### config.mk
export PLATFORM = sky130hd
export DESIGN_NAME = mc16_core
export DESIGN_NICKNAME = d
export VERILOG_FILES = /design/src/rtl/mc16_pkg.sv /design/src/rtl/mc16_alu.sv /design/src/rtl/mc16_regfile.sv /design/src/rtl/mc16_ctrl.sv /design/src/rtl/mc16_core.sv
export SDC_FILE = /design/constraint.sdc
export NUM_CORES = 1
export LEC_CHECK = 0
export ABC_CLOCK_PERIOD_IN_PS = 6500
export BUFFER_PORTS_ARGS = -buffer_cell sky130_fd_sc_hd__buf_4
export CAP_MARGIN = 20
export CORE_ASPECT_RATIO = 0.7
export CORE_UTILIZATION = 63
export CTS_BUF_LIST = sky130_fd_sc_hd__clkbuf_16
export CTS_CLUSTER_SIZE = 20
export DETAILED_ROUTE_END_ITERATION = 12
export PLACE_DENSITY = 0.87
export SYNTH_ARGS = -nofsm -noshare
export SYNTH_HDL_FRONTEND = slang
export SYNTH_SLANG_ARGS = --single-unit
### constraint.sdc
create_clock -name clk -period 6.5 [get_ports clk]
set_input_delay 1.3 -clock clk [delete_from_list [all_inputs] [get_ports clk]]
set_output_delay 1.3 -clock clk [all_outputs]
set_load 0.005 [all_outputs]
### src/rtl/mc16_pkg.sv
package mc16_pkg;

  localparam int DW   = 16;
  localparam int RAW  = 4;
  localparam int OPW  = 4;
  localparam int IMMW = 4;
  localparam int JW   = 12;

  typedef enum logic [3:0] {
    S_FETCH, S_DECODE, S_MEMADR, S_MEMRD, S_MEMWB,
    S_MEMWR, S_EXEC, S_RWB, S_BRANCH, S_JUMP
  } state_t;

  typedef enum logic [2:0] {
    ALU_ADD = 3'd0, ALU_AND = 3'd1, ALU_OR = 3'd2, ALU_SUB = 3'd3, ALU_SLT = 3'd4
  } alu_op_t;

  typedef enum logic [1:0] {
    SRCB_REG = 2'd0, SRCB_ONE = 2'd1, SRCB_IMM = 2'd2, SRCB_IMM_ALT = 2'd3
  } srcb_t;

  typedef enum logic [1:0] {
    PCS_ALU = 2'd0, PCS_ALUREG = 2'd1, PCS_JUMP = 2'd2, PCS_HOLD = 2'd3
  } pcsrc_t;

  localparam logic [OPW-1:0] OP_RMAX = 4'd4;
  localparam logic [OPW-1:0] OP_LD   = 4'd8;
  localparam logic [OPW-1:0] OP_ST   = 4'd9;
  localparam logic [OPW-1:0] OP_BEQ  = 4'd10;
  localparam logic [OPW-1:0] OP_JMP  = 4'd11;

  typedef struct packed {
    logic    pc_write;
    logic    pc_write_cond;
    logic    addr_from_alu;
    logic    mem_write;
    logic    ir_write;
    logic    dst_is_rd;
    logic    wb_from_mdr;
    logic    reg_write;
    logic    srca_reg;
    srcb_t   srcb;
    alu_op_t alu_op;
    pcsrc_t  pc_src;
  } ctrl_t;

endpackage

### src/rtl/mc16_alu.sv
module mc16_alu
  import mc16_pkg::*;
#(
  parameter int W = DW
) (
  input  logic [W-1:0] a,
  input  logic [W-1:0] b,
  input  alu_op_t      op,
  output logic [W-1:0] y,
  output logic         zero
);

  always_comb begin
    case (op)
      ALU_ADD: y = a + b;
      ALU_AND: y = a & b;
      ALU_OR:  y = a | b;
      ALU_SUB: y = a - b;
      ALU_SLT: y = ($signed(a) < $signed(b)) ? W'(1) : '0;
      default: y = a + b;
    endcase
  end

  assign zero = (y == '0);

endmodule

### src/rtl/mc16_regfile.sv
module mc16_regfile #(
  parameter int W  = 16,
  parameter int AW = 4
) (
  input  logic          clk,
  input  logic          we,
  input  logic [AW-1:0] waddr,
  input  logic [W-1:0]  wdata,
  input  logic [AW-1:0] raddr_a,
  input  logic [AW-1:0] raddr_b,
  output logic [W-1:0]  rdata_a,
  output logic [W-1:0]  rdata_b
);

  localparam int NREG = 1 << AW;

  logic [W-1:0] regs [NREG];

  always_ff @(posedge clk) begin
    if (we && (waddr != '0)) regs[waddr] <= wdata;
  end

  assign rdata_a = (raddr_a == '0) ? '0 : regs[raddr_a];
  assign rdata_b = (raddr_b == '0) ? '0 : regs[raddr_b];

endmodule

### src/rtl/mc16_ctrl.sv
module mc16_ctrl
  import mc16_pkg::*;
(
  input  logic           clk,
  input  logic           rst,
  input  logic [OPW-1:0] opcode,
  output ctrl_t          c,
  output state_t         state
);

  state_t nxt;

  always_ff @(posedge clk) begin
    if (rst) state <= S_FETCH;
    else     state <= nxt;
  end

  always_comb begin
    c   = '0;
    nxt = S_FETCH;
    case (state)
      S_FETCH: begin
        c.ir_write = 1'b1;
        c.srcb     = SRCB_ONE;
        c.pc_write = 1'b1;
        c.pc_src   = PCS_ALU;
        nxt        = S_DECODE;
      end
      S_DECODE: begin
        c.srcb = SRCB_IMM;
        if (opcode <= OP_RMAX)                      nxt = S_EXEC;
        else if (opcode == OP_LD || opcode == OP_ST) nxt = S_MEMADR;
        else if (opcode == OP_BEQ)                   nxt = S_BRANCH;
        else if (opcode == OP_JMP)                   nxt = S_JUMP;
        else                                         nxt = S_FETCH;
      end
      S_MEMADR: begin
        c.srca_reg = 1'b1;
        c.srcb     = SRCB_IMM;
        nxt        = (opcode == OP_LD) ? S_MEMRD : S_MEMWR;
      end
      S_MEMRD: begin
        c.addr_from_alu = 1'b1;
        nxt             = S_MEMWB;
      end
      S_MEMWB: begin
        c.reg_write   = 1'b1;
        c.wb_from_mdr = 1'b1;
      end
      S_MEMWR: begin
        c.addr_from_alu = 1'b1;
        c.mem_write     = 1'b1;
      end
      S_EXEC: begin
        c.srca_reg = 1'b1;
        c.srcb     = SRCB_REG;
        c.alu_op   = alu_op_t'(opcode[2:0]);
        nxt        = S_RWB;
      end
      S_RWB: begin
        c.dst_is_rd = 1'b1;
        c.reg_write = 1'b1;
      end
      S_BRANCH: begin
        c.srca_reg      = 1'b1;
        c.srcb          = SRCB_REG;
        c.alu_op        = ALU_SUB;
        c.pc_write_cond = 1'b1;
        c.pc_src        = PCS_ALUREG;
      end
      S_JUMP: begin
        c.pc_write = 1'b1;
        c.pc_src   = PCS_JUMP;
      end
      default: nxt = S_FETCH;
    endcase
  end

  assert_decode_follows_fetch_R2: assert property (@(posedge clk) disable iff (rst)
    (state == S_FETCH) |=> (state == S_DECODE));

  assert_load_reaches_writeback_R4: assert property (@(posedge clk) disable iff (rst)
    (state == S_MEMRD) |=> (state == S_MEMWB));

  assert_store_single_cycle_R5: assert property (@(posedge clk) disable iff (rst)
    c.mem_write |=> (state == S_FETCH));

endmodule

### src/rtl/mc16_core.sv
module mc16_core
  import mc16_pkg::*;
#(
  parameter int W = DW
) (
  input  logic         clk,
  input  logic         rst,
  output logic [W-1:0] mem_addr,
  output logic [W-1:0] mem_wdata,
  output logic         mem_we,
  input  logic [W-1:0] mem_rdata
);

  localparam int PAGEW = W - JW;

  logic [W-1:0] pc, ir, mdr, a_q, b_q, alu_q;
  logic [W-1:0] rf_a, rf_b, alu_a, alu_b, alu_y, imm_ext, jtarget, pc_next, wb_data;
  logic [RAW-1:0] wb_addr;
  logic alu_zero, pc_load;
  ctrl_t  c;
  state_t st;

  mc16_ctrl u_ctrl (
    .clk(clk), .rst(rst), .opcode(ir[W-1 -: OPW]), .c(c), .state(st)
  );

  mc16_regfile #(.W(W), .AW(RAW)) u_rf (
    .clk(clk), .we(c.reg_write), .waddr(wb_addr), .wdata(wb_data),
    .raddr_a(ir[11:8]), .raddr_b(ir[7:4]), .rdata_a(rf_a), .rdata_b(rf_b)
  );

  mc16_alu #(.W(W)) u_alu (
    .a(alu_a), .b(alu_b), .op(c.alu_op), .y(alu_y), .zero(alu_zero)
  );

  assign imm_ext = {{(W-IMMW){ir[IMMW-1]}}, ir[IMMW-1:0]};
  assign jtarget = {pc[W-1 -: PAGEW], ir[JW-1:0]};
  assign alu_a   = c.srca_reg ? a_q : pc;

  always_comb begin
    case (c.srcb)
      SRCB_REG: alu_b = b_q;
      SRCB_ONE: alu_b = W'(1);
      default:  alu_b = imm_ext;
    endcase
  end

  always_comb begin
    case (c.pc_src)
      PCS_ALU:    pc_next = alu_y;
      PCS_ALUREG: pc_next = alu_q;
      PCS_JUMP:   pc_next = jtarget;
      default:    pc_next = pc;
    endcase
  end

  assign pc_load = c.pc_write | (c.pc_write_cond & alu_zero);
  assign wb_addr = c.dst_is_rd ? ir[3:0] : ir[7:4];
  assign wb_data = c.wb_from_mdr ? mdr : alu_q;

  always_ff @(posedge clk) begin
    if (rst) begin
      pc    <= '0;
      ir    <= '0;
      mdr   <= '0;
      a_q   <= '0;
      b_q   <= '0;
      alu_q <= '0;
    end else begin
      if (pc_load)    pc <= pc_next;
      if (c.ir_write) ir <= mem_rdata;
      mdr   <= mem_rdata;
      a_q   <= rf_a;
      b_q   <= rf_b;
      alu_q <= alu_y;
    end
  end

  assign mem_addr  = c.addr_from_alu ? alu_q : pc;
  assign mem_wdata = b_q;
  assign mem_we    = c.mem_write;

  assert_reset_clears_pc_R1: assert property (@(posedge clk)
    rst |=> (pc == '0));

  assert_pc_advances_on_fetch_R2: assert property (@(posedge clk) disable iff (rst)
    (st == S_FETCH) |=> (pc == $past(pc) + W'(1)));

  assert_branch_not_taken_holds_R6: assert property (@(posedge clk) disable iff (rst)
    (st == S_BRANCH && !alu_zero) |=> (pc == $past(pc)));

  assert_jump_keeps_page_R7: assert property (@(posedge clk) disable iff (rst)
    (st == S_JUMP) |=> (pc[W-1 -: PAGEW] == $past(pc[W-1 -: PAGEW])));

endmodule

==> results.md <==
* Via count of the first global-routing pass at 12275
* Max-slew headroom at the worst pin at 26.5%
* Most used cells in the layout excluding fill and tap cells: 256 x sky130_fd_sc_hd__edfxtp_1, 160 x sky130_fd_sc_hd__mux4_2, 98 x sky130_fd_sc_hd__nand2_1
* Total global routing track utilization at 35.9%
* Number of design rule violations left after detail routing at 3
* Number of maximum-capacitance violations at 0
* Core Area at 0.0289 mm^2
* Max frequency at 183 MHz
* Worst setup skew after layout at 20.3 ps
* Cell with the biggest individual delay on the critical path: sky130_fd_sc_hd__dfxtp_1
* Count of clock tree sinks at 356
* Leakage Power at 7.19 nW
* Startpoint of the worst register-to-register path: u_ctrl.state[3]
* Horizontal extent of the die at 207 um
* Final period util at 84.1%
* Capturing element type of the critical path: flop
* Die extent in y at 145 um
* Post-DR vias/cell at 7.22
* Number of warning messages in the yosys log at 0
* Final layout net count at 1423
* Worst-case clock buffer depth at 3
* Library cell appearing most often on the critical path: sky130_fd_sc_hd__inv_1
* Final sum of negative setup slack at 0 ps
* Sequential cell area fraction in the yosys report at 52.5%
* R2R depth at 19
* Final HPWL from detailed placement at 35.6 mm
* Number of search-and-repair iterations in the first detailed-routing pass at 10
* Ranking of synthesized cells by area: sky130_fd_sc_hd__edfxtp_1 42%, sky130_fd_sc_hd__mux4_2 20%, sky130_fd_sc_hd__dfxtp_1 11%
* Share of post-route cells with drive strength above 1 at 27.4%
* Result of the run: finished, violations left
* Chain of cells forming the critical path: nor3b_2, a21oi_1, nor2_1, buf_4, mux2_2, inv_1, ha_1, inv_1, fa_1, nor2b_1, o211ai_1, a211oi_1, or2_1, o311a_1, o32ai_2, a211o_1, nor4_4, o21bai_4, mux2i_1
* Clock transition time at the flip-flop clock pins of the worst setup and hold paths at 70 ps
* Worst setup SP type: flop
* Total number of H-tree levels at 1
* Final Hold Viols at 0
* Slew at the pin closest to its max-slew limit at 1100 ps
* RSZ-0062 raised after global routing: no
* Number of design-rule violations left by the first detailed-router iteration at 1816
* Post-synthesis cell type with the largest combined area: sky130_fd_sc_hd__edfxtp_1
* TritonCTS clock tree: built
* Worst hold-check slack at 486 ps
* Leading cell type in the layout, fill and taps excluded: sky130_fd_sc_hd__edfxtp_1
* Hold buffer count at cts at 0
* Top_reg_cell synth: sky130_fd_sc_hd__edfxtp_1
* Type of the tightest min-delay check: flop to flop
* Starting Density at 63.9%
* Number of port buffers at 50
* Count of mapped cells out of synthesis at 1313
* Origin of the worst min-delay path: pc[2]
* Num ports at 51
* Wire length of the first global-routing pass at 77.3 mm
* Proportion of synthesized flip-flops having asynchronous set or reset at 0%
* Worst setup path category: flop to flop
* Antenna Cells at 0
* End of the worst register-to-register path: pc[10]
* Number of buffers inserted to repair setup after CTS at 0
* # fillers at 1884
* Placement row count at 52
* Post_cts resized at 0
* Average wire per cell in the routed design at 30.3 um
* Worst-Skew Late Latency at 590 ps
* Post-layout utilization of the core at 70.2%
* Average footprint of a synthesized cell at 14.1 um^2
* Root buffer selected by CTS: sky130_fd_sc_hd__clkbuf_16
* Relative area change from synthesis to final layout at 9.77%
* Largest net degree at the start of global routing at 56
* Fraction of synthesized cell area taken by the top area cell type at 41.6%
* Data arrival at the endpoint of the critical path at 5960 ps
* Required time at the endpoint of the critical path at 6990 ps
* Shortest period the worst path allows at 5470 ps
* Cell Area, Synth at 0.0185 mm^2
* Max-slew violation total from the final report at 0
* EDFF count, synth at 256
* Total number of vias at 12660
* Highest fanout seen on the critical path at 16
* Pwr/cell area at 339 mW/mm^2
* Worst R2R Setup Slack at 1030 ps
* Largest stage delay, worst path at 560 ps
* Hold endpoint: pc[2]
* Gr ovfl total at 0
* Routed WL at 53.1 mm
* Die area at 0.0300 mm^2
* Antenna-violating nets left at 0
* Min-Delay Path Depth at 2
* Clock buffer count from CTS at 31
* Final GP Congestion at 1.02
* Number of endpoints failing setup at the final stage at 0
* Number of register bits inferred by synthesis at 356
* Maximum VDD drop at 0.275 mV
* Initial antenna violation count at 0
* Cell variety after synth at 85
* Violations in the final reports: DRC
[worst max-delay path, delay by kind of cell, from the launching register on]
| kind | cells | cell delay [ps] |
|---|---|---|
| AOI/OAI and AO/OA | 7 | 1900 |
| adders and majority gates | 2 | 680 |
| buffers and inverters | 3 | 440 |
| DFF | 1 | 560 |
| muxes | 2 | 670 |
| and+or+nand+nor | 5 | 1110 |
[final cells by class]
type	instances	area [um^2]	area share, %
Clock inverter	26	139	0.685
Inverter	56	210	1.04
Tap cell	378	473	2.33
Multi-Input combinational cell	824	8290	40.9
Sequential cell	356	9700	47.8
Clock buffer	32	801	3.95
Timing Repair Buffer	82	654	3.23
[cell families after synthesis]
family / Yosys count / share of synthesized area, %
buf+inv: 148 / 3.25
other cells: 1 / 0.0203
mux: 224 / 23.3
flops: 356 / 52.5
xor+xnor: 5 / 0.237
compound gates: 216 / 8.58
fa+ha+maj: 54 / 3.74
simple gates: 309 / 8.39
[flip-flops by register name, indices dropped and copies added, names as in the netlist]
signal,cells
ir,16
u_ctrl.state,4
u_rf.regs,256
mem_wdata,16
alu_q,16
mdr,16
pc,16
a_q,16
[worst max-delay path by stage]
| stage | from | to |
|---|---|---|
| after floorplan | u_ctrl.state[0] | pc[0] |
| after detailed placement | u_ctrl.state[3] | pc[8] |
| after global placement | u_ctrl.state[3] | pc[4] |
| after CTS | u_ctrl.state[3] | pc[10] |
| after global routing | u_ctrl.state[3] | pc[10] |
| final | u_ctrl.state[3] | pc[10] |
[through the flow]
| stage | instance area (um^2) | power, mW | setup slack, ps | cells |
|---|---|---|---|---|
| after floorplan | 18500 | 4.38 | 1930 | 1328 |
| after global placement | 19300 | 5.00 | 1380 | 1692 |
| after detailed placement | 19300 | 5.06 | 1210 | 1692 |
| after CTS | 20200 | 6.79 | 1130 | 1750 |
| after global routing | 20300 | 7.08 | 745 | 1754 |
| final | 20300 | 6.86 | 1030 | 1754 |
[layer usage]
| layer | wire length (um) | GRT usage (%) |
|---|---|---|
| met5 | 0 | 0 |
| met4 | 1800 | 11.2 |
| met3 | 7210 | 10.5 |
| met2 | 23500 | 51.4 |
| met1 | 20600 | 53.2 |
[cells in the mapped netlist (all sizes together), types with 6 or more instances]
master,n
a221oi,13
mux2,48
edfxtp,256
a21o,21
nor3,14
mux2i,16
dfxtp,100
nor2,64
mux4,160
a221o,7
nand2,98
nand3,18
o21ai,23
buf,30
clkbuf,62
and2,11
ha,52
a22oi,9
o31ai,8
a211oi,7
nor4,9
inv,56
nor2b,59
o221ai,8
a21oi,62
a211o,6
a31oi,6
o211ai,6
nand2b,7
[power by group]
group / internal, mW / total (mW) / switching (mW) / leakage (nW)
sequential: 2.69 / 2.88 / 0.189 / 3.20
combinational: 0.946 / 2.23 / 1.28 / 3.48
clock: 0.927 / 1.75 / 0.824 / 0.510
Note: power is estimated with default switching activity, not from simulation.
